### src/rtl/sai_opctl_pkg.sv
package sai_opctl_pkg;
   localparam int REG_W    = 32;
   // operation register bit positions (software decodes these)
   localparam int RUN_BIT  = 0;
   localparam int TXE_BIT  = 16;
   localparam int RXE_BIT  = 24;
   localparam int ERR_BIT  = 0;
   // word address map
   localparam int A_OP     = 0;
   localparam int A_STAT   = 1;
   localparam int A_CFG0   = 2;

   typedef struct packed {
      logic rx_en;
      logic tx_en;
      logic run;
   } opctl_t;

   function automatic logic [REG_W-1:0] op_word(opctl_t o);
      logic [REG_W-1:0] w;
      w = '0;
      w[RUN_BIT] = o.run;
      w[TXE_BIT] = o.tx_en;
      w[RXE_BIT] = o.rx_en;
      return w;
   endfunction
endpackage

### src/rtl/sai_opctl_ctl.sv
module sai_opctl_ctl
   import sai_opctl_pkg::*;
#(
   parameter int AW   = 3,
   parameter int NCFG = 4
) (
   input  logic          clk,
   input  logic          rst_n,
   input  logic          wr_en,
   input  logic [AW-1:0] wr_addr,
   input  logic          wb_run,
   input  logic          wb_txe,
   input  logic          wb_rxe,
   output opctl_t        op,
   output logic          tx_flush,
   output logic          rx_flush,
   output logic          err,
   output logic          cfg_we
);
   logic op_hit, stat_hit, cfg_hit;

   assign op_hit   = wr_en && (wr_addr == AW'(A_OP));
   assign stat_hit = wr_en && (wr_addr == AW'(A_STAT));
   assign cfg_hit  = wr_en && (int'(wr_addr) >= A_CFG0) && (int'(wr_addr) < A_CFG0 + NCFG);
   assign cfg_we   = cfg_hit && !op.run;

   always_ff @(posedge clk or negedge rst_n) begin
      if (!rst_n) begin
         op       <= '0;
         tx_flush <= 1'b0;
         rx_flush <= 1'b0;
      end else begin
         tx_flush <= op_hit && !(wb_run && wb_txe);
         rx_flush <= op_hit && !(wb_run && wb_rxe);
         if (op_hit) begin
            op.run   <= wb_run;
            op.tx_en <= wb_txe;
            op.rx_en <= wb_rxe;
         end
      end
   end

   always_ff @(posedge clk or negedge rst_n) begin
      if (!rst_n)
         err <= 1'b0;
      else if (cfg_hit && op.run)
         err <= 1'b1;
      else if (stat_hit && wb_run)
         err <= 1'b0;
   end
endmodule

### src/rtl/sai_opctl_cfg.sv
module sai_opctl_cfg
   import sai_opctl_pkg::*;
#(
   parameter int AW   = 3,
   parameter int NCFG = 4
) (
   input  logic                   clk,
   input  logic                   rst_n,
   input  logic                   cfg_we,
   input  logic [AW-1:0]          wr_addr,
   input  logic [REG_W-1:0]       wr_data,
   output logic [NCFG*REG_W-1:0]  cfg_q
);
   for (genvar i = 0; i < NCFG; i++) begin : g_reg
      always_ff @(posedge clk or negedge rst_n) begin
         if (!rst_n)
            cfg_q[i*REG_W +: REG_W] <= '0;
         else if (cfg_we && (wr_addr == AW'(A_CFG0 + i)))
            cfg_q[i*REG_W +: REG_W] <= wr_data;
      end
   end
endmodule

### src/rtl/sai_opctl_lvl.sv
module sai_opctl_lvl #(
   parameter int DEPTH    = 8,
   parameter int WM       = 2,
   parameter bit REQ_HIGH = 1'b0,
   localparam int LW      = $clog2(DEPTH + 1)
) (
   input  logic          clk,
   input  logic          rst_n,
   input  logic          push,
   input  logic          pop,
   input  logic          flush,
   output logic [LW-1:0] level,
   output logic          req
);
   logic push_v, pop_v;

   assign push_v = push && (level != LW'(DEPTH));
   assign pop_v  = pop  && (level != '0);

   always_ff @(posedge clk or negedge rst_n) begin
      if (!rst_n)
         level <= '0;
      else if (flush)
         level <= '0;
      else if (push_v && !pop_v)
         level <= level + 1'b1;
      else if (pop_v && !push_v)
         level <= level - 1'b1;
   end

   if (REQ_HIGH) begin : g_req_fill
      assign req = (level >= LW'(WM));
   end else begin : g_req_drain
      assign req = (level <= LW'(WM));
   end
endmodule

### src/rtl/sai_opctl.sv
module sai_opctl
   import sai_opctl_pkg::*;
#(
   parameter int AW    = 3,
   parameter int NCFG  = 4,
   parameter int DEPTH = 8,
   parameter int TX_WM = 2,
   parameter int RX_WM = 6,
   localparam int LW   = $clog2(DEPTH + 1)
) (
   input  logic                  clk,
   input  logic                  rst_n,
   input  logic                  wr_en,
   input  logic [AW-1:0]         wr_addr,
   input  logic [31:0]           wr_data,
   input  logic [AW-1:0]         rd_addr,
   output logic [31:0]           rd_data,
   input  logic                  tx_push,
   input  logic                  tx_pop,
   input  logic                  rx_push,
   input  logic                  rx_pop,
   input  logic                  tx_dma_busy,
   input  logic                  rx_dma_busy,
   output logic [LW-1:0]         tx_level,
   output logic [LW-1:0]         rx_level,
   output logic                  tx_flush,
   output logic                  rx_flush,
   output logic                  tx_dma_req,
   output logic                  rx_dma_req,
   output logic                  tx_dma_stop,
   output logic                  rx_dma_stop,
   output logic [NCFG*32-1:0]    cfg_q
);
   if (DEPTH < 1) begin : g_bad_depth
      $error("sai_opctl: DEPTH must be at least 1");
   end
   if (TX_WM > DEPTH || RX_WM > DEPTH) begin : g_bad_wm
      $error("sai_opctl: watermarks must not exceed DEPTH");
   end
   if (A_CFG0 + NCFG > (1 << AW)) begin : g_bad_map
      $error("sai_opctl: AW too narrow for the register map");
   end

   opctl_t op;
   logic   err, cfg_we;
   logic   wb_run, wb_txe, wb_rxe;
   logic   tx_lvl_req, rx_lvl_req;

   assign wb_run = wr_data[RUN_BIT];
   assign wb_txe = wr_data[TXE_BIT];
   assign wb_rxe = wr_data[RXE_BIT];

   sai_opctl_ctl #(.AW(AW), .NCFG(NCFG)) ctl_i (
      .clk(clk), .rst_n(rst_n), .wr_en(wr_en), .wr_addr(wr_addr),
      .wb_run(wb_run), .wb_txe(wb_txe), .wb_rxe(wb_rxe),
      .op(op), .tx_flush(tx_flush), .rx_flush(rx_flush),
      .err(err), .cfg_we(cfg_we)
   );

   sai_opctl_cfg #(.AW(AW), .NCFG(NCFG)) cfg_i (
      .clk(clk), .rst_n(rst_n), .cfg_we(cfg_we), .wr_addr(wr_addr),
      .wr_data(wr_data), .cfg_q(cfg_q)
   );

   sai_opctl_lvl #(.DEPTH(DEPTH), .WM(TX_WM), .REQ_HIGH(1'b0)) tx_lvl_i (
      .clk(clk), .rst_n(rst_n), .push(tx_push && op.run && op.tx_en),
      .pop(tx_pop), .flush(tx_flush), .level(tx_level), .req(tx_lvl_req)
   );

   sai_opctl_lvl #(.DEPTH(DEPTH), .WM(RX_WM), .REQ_HIGH(1'b1)) rx_lvl_i (
      .clk(clk), .rst_n(rst_n), .push(rx_push && op.run && op.rx_en),
      .pop(rx_pop), .flush(rx_flush), .level(rx_level), .req(rx_lvl_req)
   );

   assign tx_dma_req  = tx_lvl_req && op.run && op.tx_en;
   assign rx_dma_req  = rx_lvl_req && op.run && op.rx_en;
   assign tx_dma_stop = tx_flush && tx_dma_busy;
   assign rx_dma_stop = rx_flush && rx_dma_busy;

   always_comb begin
      rd_data = '0;
      if (rd_addr == AW'(A_OP))
         rd_data = op_word(op);
      else if (rd_addr == AW'(A_STAT))
         rd_data[ERR_BIT] = err;
      else
         for (int i = 0; i < NCFG; i++)
            if (rd_addr == AW'(A_CFG0 + i))
               rd_data = cfg_q[i*32 +: 32];
   end
endmodule

### config.mk
export PLATFORM = sky130hd
export DESIGN_NAME = sai_opctl
export DESIGN_NICKNAME = d
export VERILOG_FILES = /design/src/rtl/sai_opctl_pkg.sv /design/src/rtl/sai_opctl_ctl.sv /design/src/rtl/sai_opctl_cfg.sv /design/src/rtl/sai_opctl_lvl.sv /design/src/rtl/sai_opctl.sv
export SDC_FILE = /design/constraint.sdc
export NUM_CORES = 1
export LEC_CHECK = 0
export ABC_AREA = 1
export BUFFER_PORTS_ARGS = -buffer_cell sky130_fd_sc_hd__buf_2
export CAP_MARGIN = 20
export CORE_MARGIN = 2
export CORE_UTILIZATION = 35
export DETAILED_ROUTE_END_ITERATION = 12
export PLACE_DENSITY = 0.56
export SYNTH_ARGS = -nofsm -noshare
export SYNTH_HDL_FRONTEND = slang
export SYNTH_SLANG_ARGS = --single-unit
### constraint.sdc
create_clock -name clk -period 3.9 [get_ports clk]
set_input_delay 0.78 -clock clk [delete_from_list [all_inputs] [get_ports clk]]
set_output_delay 0.78 -clock clk [all_outputs]
set_load 0.03 [all_outputs]
# --- Word level (Yosys, flattened, before mapping) ---
# Index checks and enable logic that the tools add are counted.
totals:
  ff_bits: 142
  inputBits: 47
  out_inout_bits: 174
  word_cells: 94
op_classes:
  add_sub_neg: 4
  n_lt_le_gt_ge: 4
  n_eq_ne: 12
  n_mux: 15
  reduce_logical: 47
op_table:
  columns: ["cell", "count"]
  rows:
  - ["2-to-1 mux 32 bit", 5]
  - ["logical AND 1 bit", 33]
  - ["2-to-1 mux 31 bit", 1]
  - ["2-to-1 mux 4 bit", 6]
  - ["equality test 3 x 2 -> 1 bit (second input constant)", 4]
  - ["equality test 3 bit (second input constant)", 4]
  - ["adder 4 x 1 -> 4 bit (second input constant)", 2]
  - ["!= test 4 bit (second input constant)", 2]
  - ["nonzero test 4 bit", 2]
  - ["subtractor 4 x 1 -> 4 bit (second input constant)", 2]
  - ["logical NOT 1 bit", 7]
  - ["equality test 3 x 1 -> 1 bit (second input constant)", 2]
  - ["logical NOT 3 bit", 2]
  - ["nonzero test 3 bit", 2]
  - [">= comparator 4 x 3 -> 1 bit (second input constant)", 1]
  - ["<= comparator 4 x 2 -> 1 bit (second input constant)", 1]
  - [">= comparator 3 x 2 -> 1 bit (second input constant)", 1]
  - ["less-than comparator 3 bit (second input constant)", 1]
  - ["2-to-1 mux 1 bit", 3]
  - ["nonzero test 2 bit", 1]

# --- Depth between registers and ports, before layout ---
depth:
  depth_word: 8
  ltp_mapped: 11
  mapped_depth_nobuf: 11

# --- Cells and area by module ---
# A second synthesis with hierarchy kept.
unflattened:
  hier_cells: 919
  area_unflattened_um2: 7348.3
modules_own_cells:
  columns: ["module", "instances", "cells_each", "area_per_inst_um2"]
  rows:
  - ["sai_opctl_cfg", 1, 565, 5068.6]
  - ["sai_opctl", 1, 222, 1224.9]
  - ["sai_opctl_lvl", 2, 50, 385.4]
  - ["sai_opctl_ctl", 1, 32, 284.0]

# --- Worst setup path before layout ---
# No wires, ideal clock.
synth_path:
  path_kind: "input to output"
  start: "input rd_addr[1]"
  end: "output rd_data[10]"
  t_arrival_ns: 2.185
  t_required_ns: 3.120
  path_slack_ns: 0.935
  cell_stages: 6
  cell_sequence: "inv_1 nand3_1 buf_2 clkbuf_1 nor2_1 o21ai_0"
synth_via:
  elab_chain_cells: 7
  word_cells_on_any_way: 12
  classes_between: "eq/ne (5); mux (6); reduce/logical (1)"
synth_lines:
  columns: ["element", "line_no", "source"]
  rows:
  - ["start, declared", "sai_opctl.sv:16", "input logic [AW-1:0] rd_addr,"]
  - ["equality test 3 x 2 -> 1 bit", "sai_opctl.sv:88", "if (rd_addr == AW'(A_CFG0 + i))"]
  - ["2-to-1 mux 32 bit (4 in a row)", "sai_opctl.sv:88", null]
  - ["2-to-1 mux 31 bit", "sai_opctl.sv:84", "else if (rd_addr == AW'(A_STAT))"]
  - ["2-to-1 mux 32 bit *", "sai_opctl.sv:82", "if (rd_addr == AW'(A_OP))"]
  - ["end, declared", "sai_opctl.sv:17", "output logic [31:0] rd_data,"]
# Mark *: on every way between the ends. The rest lies on a longest branch, timed or not.

# --- Worst setup path after layout ---
layout_path:
  start: "input rd_addr[1]"
  end: "output rd_data[16]"
# Same word-level chain as after synthesis.

==> summary.md <==
| Metric | Value |
|---|---|
| Critical Path RT | `between 3 and 4 ns` |
| Placed Instances | `1223` |
| Commonest non-fill, non-tap cell in the layout | `buf_2` |
| Die area | `0.0198 mm^2` |
| Final hold vios | `0` |
| Slew at the pin closest to its max-slew limit | `0.774 ns` |
| Via count | `roughly 6100` |
| Top cell type's share of synthesized area | `0.544` |
| # H-tree levels | `4` |
| Critical path launch point type | `primary input` |
| Setup violators final | `0` |
| Dominant cells by area after synthesis | `dfrtp_1 (54%), o21ai_0 (15%), nand2_1 (11%)` |
| Ant diodes | `0` |
| Die height | `~140 um` |
| Cell Chain, Critical Path | `buf_2, inv_1, nand2_1, nor2_2, buf_4, inv_1, o21ai_0, o22ai_1, nand2_1, buf_2` |
| DR iter-0 viols | `300` |
| Avg Inst Size Synth | `about 8 um^2` |
| Core Area | `approximately 0.018 mm^2` |
| # DRC | `0` |
| Layout cells sized above 1 | `0.265` |
| Total CTS buffers | `17` |
| Max-cap viol count | `0` |
| Clock sinks | `142` |
| Vias in the first global route | `5803` |
| Reg2reg end | `rx_lvl_i.level[3]` |
| CTS Buffer Depth | `2` |
| M1 GR Usage | `0.280` |
| Slowest CP cell | `buf_4` |
| Multi-input logic area | `~0.0025 mm^2` |
| Worst path max stage delay | `about 0.38 ns` |
| Min-delay worst type | `primary input to async pin` |
| FF-to-FF setup slack | `about 1.8 ns` |
| Pre-Repair DR Iteration Count | `4` |
| Synth cell types | `26` |
| Worst-case reg-to-reg path depth | `10` |
| #FFs+latches synth | `between 100 and 150` |
| FMAX | `roughly 320 MHz` |
| Initial antenna violation count | `0` |
| Cells resized by post-CTS repair | `0` |
| Worst-skew pair later-pin latency | `approximately 0.42 ns` |
| Port bufs | `220` |
| Syn_nets | `~860` |
| Layout Nets | `roughly 1100` |
| Die Wd | `around 140 um` |
| PwrDens | `a little under 700 mW/mm^2` |
| Most frequent cells in the layout | `buf_2 (219), nand2_1 (199), o21ai_0 (191)` |
| Cell taking the most area after synthesis | `dfrtp_1` |
| First-pass GRT wire length | `between 30000 and 40000 um` |
| Reg2Reg Launch Point | `rx_lvl_i.level[1]` |
| Final Slew Violations | `0` |
| Largest net degree at the start of global routing | `65` |
| Fillers | `roughly 1800` |
| Placer congestion estimate | `0.852` |
| Final WL | `between 20000 and 25000 um` |
| Worst setup EP type | `output pin` |
| Post-route setup TNS | `0 ns` |
| Grt ovf | `0` |
| Final non-filler cell total | `1255` |
| GRT Max-Usage Layer | `met2` |
| RSZ-0062 raised after global routing | `no` |
| Ys Warns | `0` |
| Clock Skews | `around 0.011 ns` |
| WP data arrival | `roughly 2.3 ns` |
| Maximum vdd drop | `354 uV` |
| Seq/Total Area, Yosys | `0.544` |
| DR vias/cell | `4.85` |
| Area taken by flip-flops and latches | `approximately 0.0036 mm^2` |
| Met3 Use GR | `0.0472` |
| Met2 Use GR | `0.327` |
| Critical path type | `primary input to output pin` |
| Leakage Power | `around 4.5 nW` |
| Tcrit/Tclk final | `0.797` |
| # IOs | `approximately 220` |
| Cells after Synth | `roughly 800` |
| Crit path time final | `a little over 3 ns` |
| Final ANT Viol Nets | `0` |
| Crit path max fanout | `31` |
| Root Driver | `clkbuf_16` |
| Slew margin rel. | `0.483` |
| Postcts setup bufs | `0` |
| Post-synthesis instance area | `about 0.0065 mm^2` |
| DP Wirelength | `about 14000 um` |
| CTS tree | `done` |
| P&R area growth vs syn | `29.6%` |
| Row count | `49` |
| Status | `finished clean` |
| Hold_buf cts | `0` |
| Clock slew at reported path FFs | `about 0.070 ns` |
| Initial core utilization | `0.360` |
| Wire per inst | `16.0 um` |
| Total GRT Usage | `0.203` |
==> state kept, by name, indices dropped and copies added (netlist names) <==
name            cells
rx_lvl_i.level      4
ctl_i.tx_flush      1
tx_lvl_i.level      4
ctl_i.op            3
ctl_i.err           1
cfg_i.cfg_q       128
ctl_i.rx_flush      1
==> worst max path at each step <==
stage | cells after the start | startpoint | end | slack [ns]
floorplan | 6 | rd_addr[1] | rd_data[10] | 0.94
global placement | 10 | rd_addr[1] | rd_data[16] | 0.82
detailed placement | 10 | rd_addr[1] | rd_data[16] | 0.80
CTS | 10 | rd_addr[1] | rd_data[16] | 0.79
global route | 10 | rd_addr[1] | rd_data[16] | 0.61
finish | 10 | rd_addr[1] | rd_data[16] | 0.79
==> power by group <==
part	internal, mW	leakage (nW)	switching [mW]
sequential	1.84	1.78	0.334
combinational	0.560	2.47	1.42
clock	0.963	0.277	0.644
total	3.36	4.53	2.39
==> logic make-up (layout without fill, tap and decap cells) <==
kind of cell / Yosys count / after routing / synth area share
xor+xnor: 2 / 2 / 0.00268
flops: 142 / 142 / 0.544
buf+inv: 134 / 358 / 0.0806
compound gates: 247 / 247 / 0.192
simple gates: 271 / 271 / 0.168
fa+ha+maj: 6 / 6 / 0.0138
==> layer usage <==
metal / vias up / routed length, um
li1: 3026 / -
met1: 2881 / 9330
met2: 172 / 9390
met3: 13 / 1130
met4: 0 / 183
met5: - / 0
==> critical path: cells and delay by family <==
family          cells  cell delay (ns)
simple gates        3             0.26
compound gates      2             0.21
buf+inv             5             1.07
==> layout make-up <==
type,instances,area share
sequential,142,0.420
tap,229,0.0338
clock inverter,12,0.0161
inverter,94,0.0417
timing repair buffer,232,0.144
multi-input combinational,526,0.292
clock buffer,20,0.0527
==> cell usage after synthesis, drive strengths merged <==
master / number
o21ai: 200
buf: 11
nand4: 3
a21oi: 40
dfrtp: 142
inv: 94
a21o: 2
o211ai: 1
nand3: 26
fa: 2
nand2: 199
o22ai: 2
a211oi: 1
nor3: 2
nor2: 41
o2111ai: 1
ha: 4
xor2: 2
clkbuf: 29
==> per-stage QoR <==
| step | hold slack (ns) | utilization | instance area (um^2) | power (mW) | setup WS (ns) |
|---|---|---|---|---|---|
| after floorplan | 0.470 | - | 6540 | 3.49 | 0.935 |
| after global placement | 0.495 | 0.435 | 7890 | 4.17 | 0.818 |
| after detailed placement | 0.502 | 0.435 | 7890 | 4.19 | 0.801 |
| after CTS | 0.361 | 0.467 | 8470 | 5.82 | 0.788 |
| after global routing | 0.384 | 0.467 | 8470 | 6.11 | 0.605 |
| final | 0.339 | 0.467 | 8470 | 5.76 | 0.792 |
Note: power is estimated with default switching activity, not from simulation.
